### src/rtl/tsf_pkg.sv
// Shared types for the task-indexed state file.
// Assumes nothing beyond the IEEE 1800-2017 language.
package tsf_pkg;
    // How a state bank fills its entries at reset.
    typedef enum logic {
        INIT_ZERO  = 1'b0,  // every entry cleared
        INIT_INDEX = 1'b1   // entry k loaded with k (start addresses)
    } init_mode_e;
endpackage

### src/rtl/tsf_arbiter.sv
// Priority task selector.
// Picks the task for the next microcycle. The running task keeps the engine
// unless it blocks or it is the background task 0. When a switch is allowed
// the highest-numbered pending request wins, and task 0 runs when none pend.
// Assumes cur_task < NTASK. Request bit 0 is never considered.
module tsf_arbiter #(
    parameter int NTASK = 16,
    localparam int TW = $clog2(NTASK)
) (
    input  logic [NTASK-1:0] req,
    input  logic             blk,
    input  logic [TW-1:0]    cur_task,
    output logic [TW-1:0]    next_task
);
    logic [TW-1:0] pick;
    logic          may_switch;

    // Highest set request above bit 0; later iterations override earlier.
    always_comb begin
        pick = '0;
        for (int k = 0; k < NTASK; k++) begin
            if (req[k] && (k != 0)) pick = TW'(k);
        end
    end

    // Background task is always preemptible, foreground only after blocking.
    always_comb begin
        may_switch = blk || (cur_task == '0);
        next_task  = may_switch ? pick : cur_task;
    end
endmodule

### src/rtl/tsf_bank.sv
// One kind of per-task state held as a small memory indexed by task number.
// Each clock edge the running task's entry takes the write data, and the
// output register loads the entry of the broadcast next task, bypassing the
// write data when the same task is read and written in one cycle.
// Assumes rd_idx and wr_idx are below NTASK.
module tsf_bank
    import tsf_pkg::*;
#(
    parameter int         NTASK = 16,
    parameter int         W     = 16,
    parameter init_mode_e INIT  = INIT_ZERO,
    localparam int TW = $clog2(NTASK)
) (
    input  logic          clk,
    input  logic          rst_n,
    input  logic [TW-1:0] rd_idx,
    input  logic [TW-1:0] wr_idx,
    input  logic [W-1:0]  wr_data,
    output logic [W-1:0]  rd_q
);
    logic [W-1:0] mem [NTASK];

    for (genvar k = 0; k < NTASK; k++) begin : g_entry
        localparam logic [W-1:0] RST_VAL = (INIT == INIT_INDEX) ? W'(k) : '0;

        // Entry k: reset to its start value, then take write-back when running.
        always_ff @(posedge clk) begin
            if (!rst_n)                  mem[k] <= RST_VAL;
            else if (wr_idx == TW'(k))   mem[k] <= wr_data;
        end
    end

    // Output register: next task's entry, or the bypass on a repeat.
    always_ff @(posedge clk) begin
        if (!rst_n)                  rd_q <= '0;
        else if (rd_idx == wr_idx)   rd_q <= wr_data;
        else                         rd_q <= mem[rd_idx];
    end
endmodule

### src/rtl/task_state_file.sv
// Task-indexed microengine state file (top).
// Holds program counter, condition bits, return link, memory data word and
// scratch word for each task. The selector's choice is broadcast as
// next_task one cycle early, every bank reads at that address, and the
// running task's state is written back from the upd_* inputs every cycle.
// Assumes the datapath presents valid upd_* values in every cycle.
module task_state_file
    import tsf_pkg::*;
#(
    parameter int NTASK = 16,
    parameter int PCW   = 12,
    parameter int CW    = 4,
    parameter int DW    = 16,
    localparam int TW = $clog2(NTASK)
) (
    input  logic             clk,
    input  logic             rst_n,
    input  logic [NTASK-1:0] wake_req,
    input  logic             task_block,
    input  logic [PCW-1:0]   upd_pc,
    input  logic [CW-1:0]    upd_cond,
    input  logic [PCW-1:0]   upd_link,
    input  logic [DW-1:0]    upd_mdr,
    input  logic [DW-1:0]    upd_tmp,
    output logic [TW-1:0]    next_task,
    output logic [TW-1:0]    cur_task,
    output logic [PCW-1:0]   cur_pc,
    output logic [CW-1:0]    cur_cond,
    output logic [PCW-1:0]   cur_link,
    output logic [DW-1:0]    cur_mdr,
    output logic [DW-1:0]    cur_tmp
);
    tsf_arbiter #(.NTASK(NTASK)) u_arb (
        .req       (wake_req),
        .blk       (task_block),
        .cur_task  (cur_task),
        .next_task (next_task)
    );

    // Running-task register: follows the broadcast by one cycle.
    always_ff @(posedge clk) begin
        if (!rst_n) cur_task <= '0;
        else        cur_task <= next_task;
    end

    tsf_bank #(.NTASK(NTASK), .W(PCW), .INIT(INIT_INDEX)) u_pc (
        .clk(clk), .rst_n(rst_n), .rd_idx(next_task), .wr_idx(cur_task),
        .wr_data(upd_pc), .rd_q(cur_pc)
    );
    tsf_bank #(.NTASK(NTASK), .W(CW), .INIT(INIT_ZERO)) u_cond (
        .clk(clk), .rst_n(rst_n), .rd_idx(next_task), .wr_idx(cur_task),
        .wr_data(upd_cond), .rd_q(cur_cond)
    );
    tsf_bank #(.NTASK(NTASK), .W(PCW), .INIT(INIT_ZERO)) u_link (
        .clk(clk), .rst_n(rst_n), .rd_idx(next_task), .wr_idx(cur_task),
        .wr_data(upd_link), .rd_q(cur_link)
    );
    tsf_bank #(.NTASK(NTASK), .W(DW), .INIT(INIT_ZERO)) u_mdr (
        .clk(clk), .rst_n(rst_n), .rd_idx(next_task), .wr_idx(cur_task),
        .wr_data(upd_mdr), .rd_q(cur_mdr)
    );
    tsf_bank #(.NTASK(NTASK), .W(DW), .INIT(INIT_ZERO)) u_tmp (
        .clk(clk), .rst_n(rst_n), .rd_idx(next_task), .wr_idx(cur_task),
        .wr_data(upd_tmp), .rd_q(cur_tmp)
    );

    // Requests that can win; bit 0 forced low.
    logic [NTASK-1:0] req_live;
    assign req_live = {wake_req[NTASK-1:1], 1'b0};

    // a foreground task that does not block keeps the engine.
    assert_hold_R4: assert property (@(posedge clk) disable iff (!rst_n)
        (cur_task != '0 && !task_block) |=> (cur_task == $past(cur_task)));

    // with a switch allowed and requests pending, winner is the top one.
    assert_prio_R3: assert property (@(posedge clk) disable iff (!rst_n)
        ((task_block || cur_task == '0) && req_live != '0)
            |-> ((req_live >> next_task) == NTASK'(1)));

    // with a switch allowed and nothing live pending, task 0 runs.
    assert_idle_R3: assert property (@(posedge clk) disable iff (!rst_n)
        ((task_block || cur_task == '0) && req_live == '0)
            |=> (cur_task == '0));

    // reselecting the running task presents its just-written state.
    assert_bypass_R8: assert property (@(posedge clk) disable iff (!rst_n)
        (next_task == cur_task)
            |=> (cur_pc == $past(upd_pc) && cur_tmp == $past(upd_tmp)));
endmodule

### config.mk
export PLATFORM = sky130hd
export DESIGN_NAME = task_state_file
export DESIGN_NICKNAME = d
export VERILOG_FILES = /design/src/rtl/tsf_pkg.sv /design/src/rtl/tsf_arbiter.sv /design/src/rtl/tsf_bank.sv /design/src/rtl/task_state_file.sv
export SDC_FILE = /design/constraint.sdc
export NUM_CORES = 2
export LEC_CHECK = 0
export BUFFER_PORTS_ARGS = -buffer_cell sky130_fd_sc_hd__buf_4
export CAP_MARGIN = 10
export CORE_MARGIN = 5
export CORE_UTILIZATION = 30
export DETAILED_ROUTE_END_ITERATION = 7
export MAX_ROUTING_LAYER = met4
export REMOVE_ABC_BUFFERS = 1
export SLEW_MARGIN = 15
export SYNTH_ARGS = -nofsm -noshare
export SYNTH_HDL_FRONTEND = slang
export SYNTH_SLANG_ARGS = --single-unit
### constraint.sdc
create_clock -name clk -period 7.53 [get_ports clk]
set_input_delay 0.753 -clock clk [delete_from_list [all_inputs] [get_ports clk]]
set_output_delay 0.753 -clock clk [all_outputs]
set_load 0.005 [all_outputs]
==> results <==
- The max-cap violation count is 0.
- Clock tree synthesis selected as its root buffer the cell sky130_fd_sc_hd__clkbuf_16.
- For the worst-skew pair, the clock arrives at the later sink with an insertion delay of about 0.7 ns.
- The top-area cell type share of the netlist area is 62.0%.
- After clock tree synthesis, the flow added hold-fix buffers numbering 0.
- The number of sinks on the clock net is 1024.
- The share of cells above drive strength 1 is between 9 and 10%.
- The number of nets with antenna violations after detailed routing is 0.
- The violation count after the first detailed-routing iteration is 3317.
- Along the worst path, the maximum fanout reaches 119.
- STA classifies the critical path endpoint as an output port.
- The area growth from synthesis to layout is 13.6%.
- The final weighted congestion in routability-driven placement is between 0.7 and 0.8.
- The clock-pin slew reported for the worst setup and hold paths after clock tree synthesis is around 0.060 ns.
- The leakage power summed over all cells is 19.1 nW.
- The initial antenna violation count is 10.
- The deepest clock path buffer count is 3.
- In this run the number of H-tree levels came out at 3.
- The number of instances resized during post-cts repair is 0.
- Setup repair after global routing left no endpoint under its margin.
- Dividing the detail-routed wire length by the instance count gives 22.9 um.
- Global routing consumed, over all layers together, 17.4% of the routing resources.
- Of the synthesized area, sequential elements account for 64.8%.
- The pin count of the biggest net entering global routing is about 170.
- The first detailed-routing pass ran for 6 iterations.
- The total number of placement rows is ~140.
- The run finished with clean final reports.
- The TritonCTS buffer count is 106.
- The worst-case headroom to the max-slew limit is between 20% and 30%.
- The first global-routing pass estimated 207000 um of wire.
- On the final layout, the worst clock skew is 0.0222 ns.
- The via count of the first global-routing pass is 30599.
- The residual overflow from global routing is 0.
- The count of yosys warnings during synthesis is 0.
- The number of synthesized flops with an enable pin is 960.
- The width of the die is 404 um.
- Across the VDD grid, the largest voltage drop is 0.164 mV.
- TritonCTS built the clock tree.
- The largest area contributor in the netlist is sky130_fd_sc_hd__edfxtp_1.
- Before CTS, the worst setup slack after placement is 2.48 ns.
- The maximum clock frequency is roughly 0.2 GHz.
- The slew at the pin closest to its max-slew limit is 1.09 ns.
- For this run, design rule violations remaining after detail routing come to 0.
- The floorplan die height is around 400 um.
- The most common cell in the synthesized netlist is sky130_fd_sc_hd__edfxtp_1.
- The category of the critical setup timing path is register to output port.
- The ratio of final minimum period to clock period is 67.6%.
- Once the floorplan was initialized, standard cells occupied 30.2% of the core.
- The post-route total power is 13.3 mW.
- After layout, the minimum clock period comes to ~5.1 ns.
- The count of final max-slew check failures is 0.
- By area the synthesized netlist is led by sky130_fd_sc_hd__edfxtp_1 62%, sky130_fd_sc_hd__and2_1 13%, sky130_fd_sc_hd__nand2_1 6.4%.
- The worst setup path is launched from a register.
- Counting instances in the post-synthesis netlist gives the leading cell types as 960 x sky130_fd_sc_hd__edfxtp_1, 930 x sky130_fd_sc_hd__and2_1, 789 x sky130_fd_sc_hd__nand2_1.
- After synthesis the netlist holds a flip-flop and latch count of 1024.
- After synthesis, the mean cell area works out to between 10 and 15 um2.
- The mapped netlist covers roughly 46000 um2.
- Synthesis produced a netlist whose cell count is 4095.
- The buffer count from post-CTS setup fixing is 0.
- The die area is between 150000 and 200000 um2.
- The endpoint required time on the critical path is 6.78 ns.
- The region available for standard cell placement spans 154000 um2.
- Data on the critical path arrives at its endpoint at 4.34 ns.
- The number of different library cells used by synthesis comes to 45.
- The leading register cell type out of synthesis is sky130_fd_sc_hd__edfxtp_1.
- At the end of the flow, the number of nets in the layout was around 4000.
- The cell area power density is 252 nW/um2.
- After synthesis, the share of flip-flops with an asynchronous set or reset is 0%.
- After legalization and detailed placement, the total HPWL measured ~73000 um.
- The number of hold violations in the final report is 0.
- In the routed layout, each cell is associated on average with a via count of 5.09.
- The overall via count from detail_route is 31478.
- The path class of the tightest hold or removal check is primary input to register.
- The least setup slack across all paths after layout is 2.44 ns.
- The post-route setup TNS is 0 ns.
- The final wirelength is 142000 um.
- The number of endpoints failing setup at the final stage is 0.
- The total of buffers placed on input and output ports is approximately 150.
- The number of placed I/O pins is between 100 and 150.
## registers in the layout, indices dropped and copies added (netlist names)
name,count
u_tmp.rd_q,16
u_cond.rd_q,4
u_mdr.rd_q,16
u_link.mem,192
u_cond.mem,64
u_mdr.mem,256
u_link.rd_q,12
u_pc.rd_q,12
u_tmp.mem,256
u_pc.mem,192
cur_task,4
## where the power goes
group / switching [mW] / internal [mW]
sequential: 0.116 / 6.59
combinational: 1.15 / 0.443
clock: 2.22 / 2.79
## critical path, cell delays in order (launching register included)
cell and delay, ns:
sky130_fd_sc_hd__dfxtp_1 0.67, sky130_fd_sc_hd__or4_4 0.25, sky130_fd_sc_hd__nand2b_2 0.15, sky130_fd_sc_hd__o211ai_4 0.12, sky130_fd_sc_hd__buf_4 0.50, sky130_fd_sc_hd__nand2_4 0.63
sky130_fd_sc_hd__inv_8 0.87, sky130_fd_sc_hd__buf_4 0.24
## metrics by stage
| step | hold slack, ns | cell area [um2] | std cells | utilization, % |
|---|---|---|---|---|
| after floorplan | 0.587 | 44900 | 3717 | - |
| after global placement | 0.600 | 49500 | 5977 | 32.2 |
| after detailed placement | 0.615 | 49500 | 5977 | 32.2 |
| after CTS | 0.313 | 52800 | 6175 | 34.3 |
| after global routing | 0.360 | 52800 | 6177 | 34.3 |
| final | 0.357 | 52800 | 6180 | 34.3 |
## worst paths after layout
kind / start / endpoint / slack, ns / depth (start not counted)
setup / recovery: cur_task[0] / next_task[1] / 2.44 / 7
hold / removal: upd_tmp[8] / u_tmp.rd_q[8] / 0.36 / 3
setup reg to reg: cur_task[1] / u_cond.rd_q[0] / 2.61 / 11
hold reg to reg: u_tmp.mem[2][8] / u_tmp.rd_q[8] / 0.63 / 4
## cell usage in the layout, fill, tap and decap left out, types with 60 or more instances in the layout
cell type and count:
sky130_fd_sc_hd__a311oi_1 118, sky130_fd_sc_hd__o21ai_0 63, sky130_fd_sc_hd__and3_1 123, sky130_fd_sc_hd__clkbuf_16 107, sky130_fd_sc_hd__nand4_1 60, sky130_fd_sc_hd__dfxtp_1 64, sky130_fd_sc_hd__edfxtp_1 960, sky130_fd_sc_hd__a21oi_1 124
sky130_fd_sc_hd__a211oi_1 120, sky130_fd_sc_hd__nand2_1 786, sky130_fd_sc_hd__and2_1 930, sky130_fd_sc_hd__nand3_1 180, sky130_fd_sc_hd__or3_1 92, sky130_fd_sc_hd__buf_4 212
## metal layers
metal,global-route usage (%),vias to the layer above,routed length [um]
met5,-,-,0
met2,28.1,1215,68700
met1,23.1,15729,59900
met3,2.34,219,10100
li1,-,14315,-
met4,4.39,0,3130
## final cells by class
cell class / instances / area, um2
fillers: 15101 / 101000
flip-flops and latches: 1024 / 30100
multi-input cells: 2687 / 15200
clock buffers: 160 / 2940
well taps: 2044 / 2560
repair buffers: 216 / 1670
clock inverters: 38 / 293
inverters: 6 / 37.5
diodes: 5 / 12.5
## cell families (layout without fill, tap and decap cells)
group | count (synthesis) | count (layout) | share of synthesized area, %
AO/OA/AOI/OAI | 458 | 458 | 6.67
buffers and inverters | 384 | 420 | 3.35
flip-flops | 1024 | 1024 | 64.8
multiplexers | 2 | 2 | 0.0485
other | 0 | 5 | 0
AND/OR/NAND/NOR | 2227 | 2227 | 25.1
No activity file was read; power rests on OpenSTA's default activity.
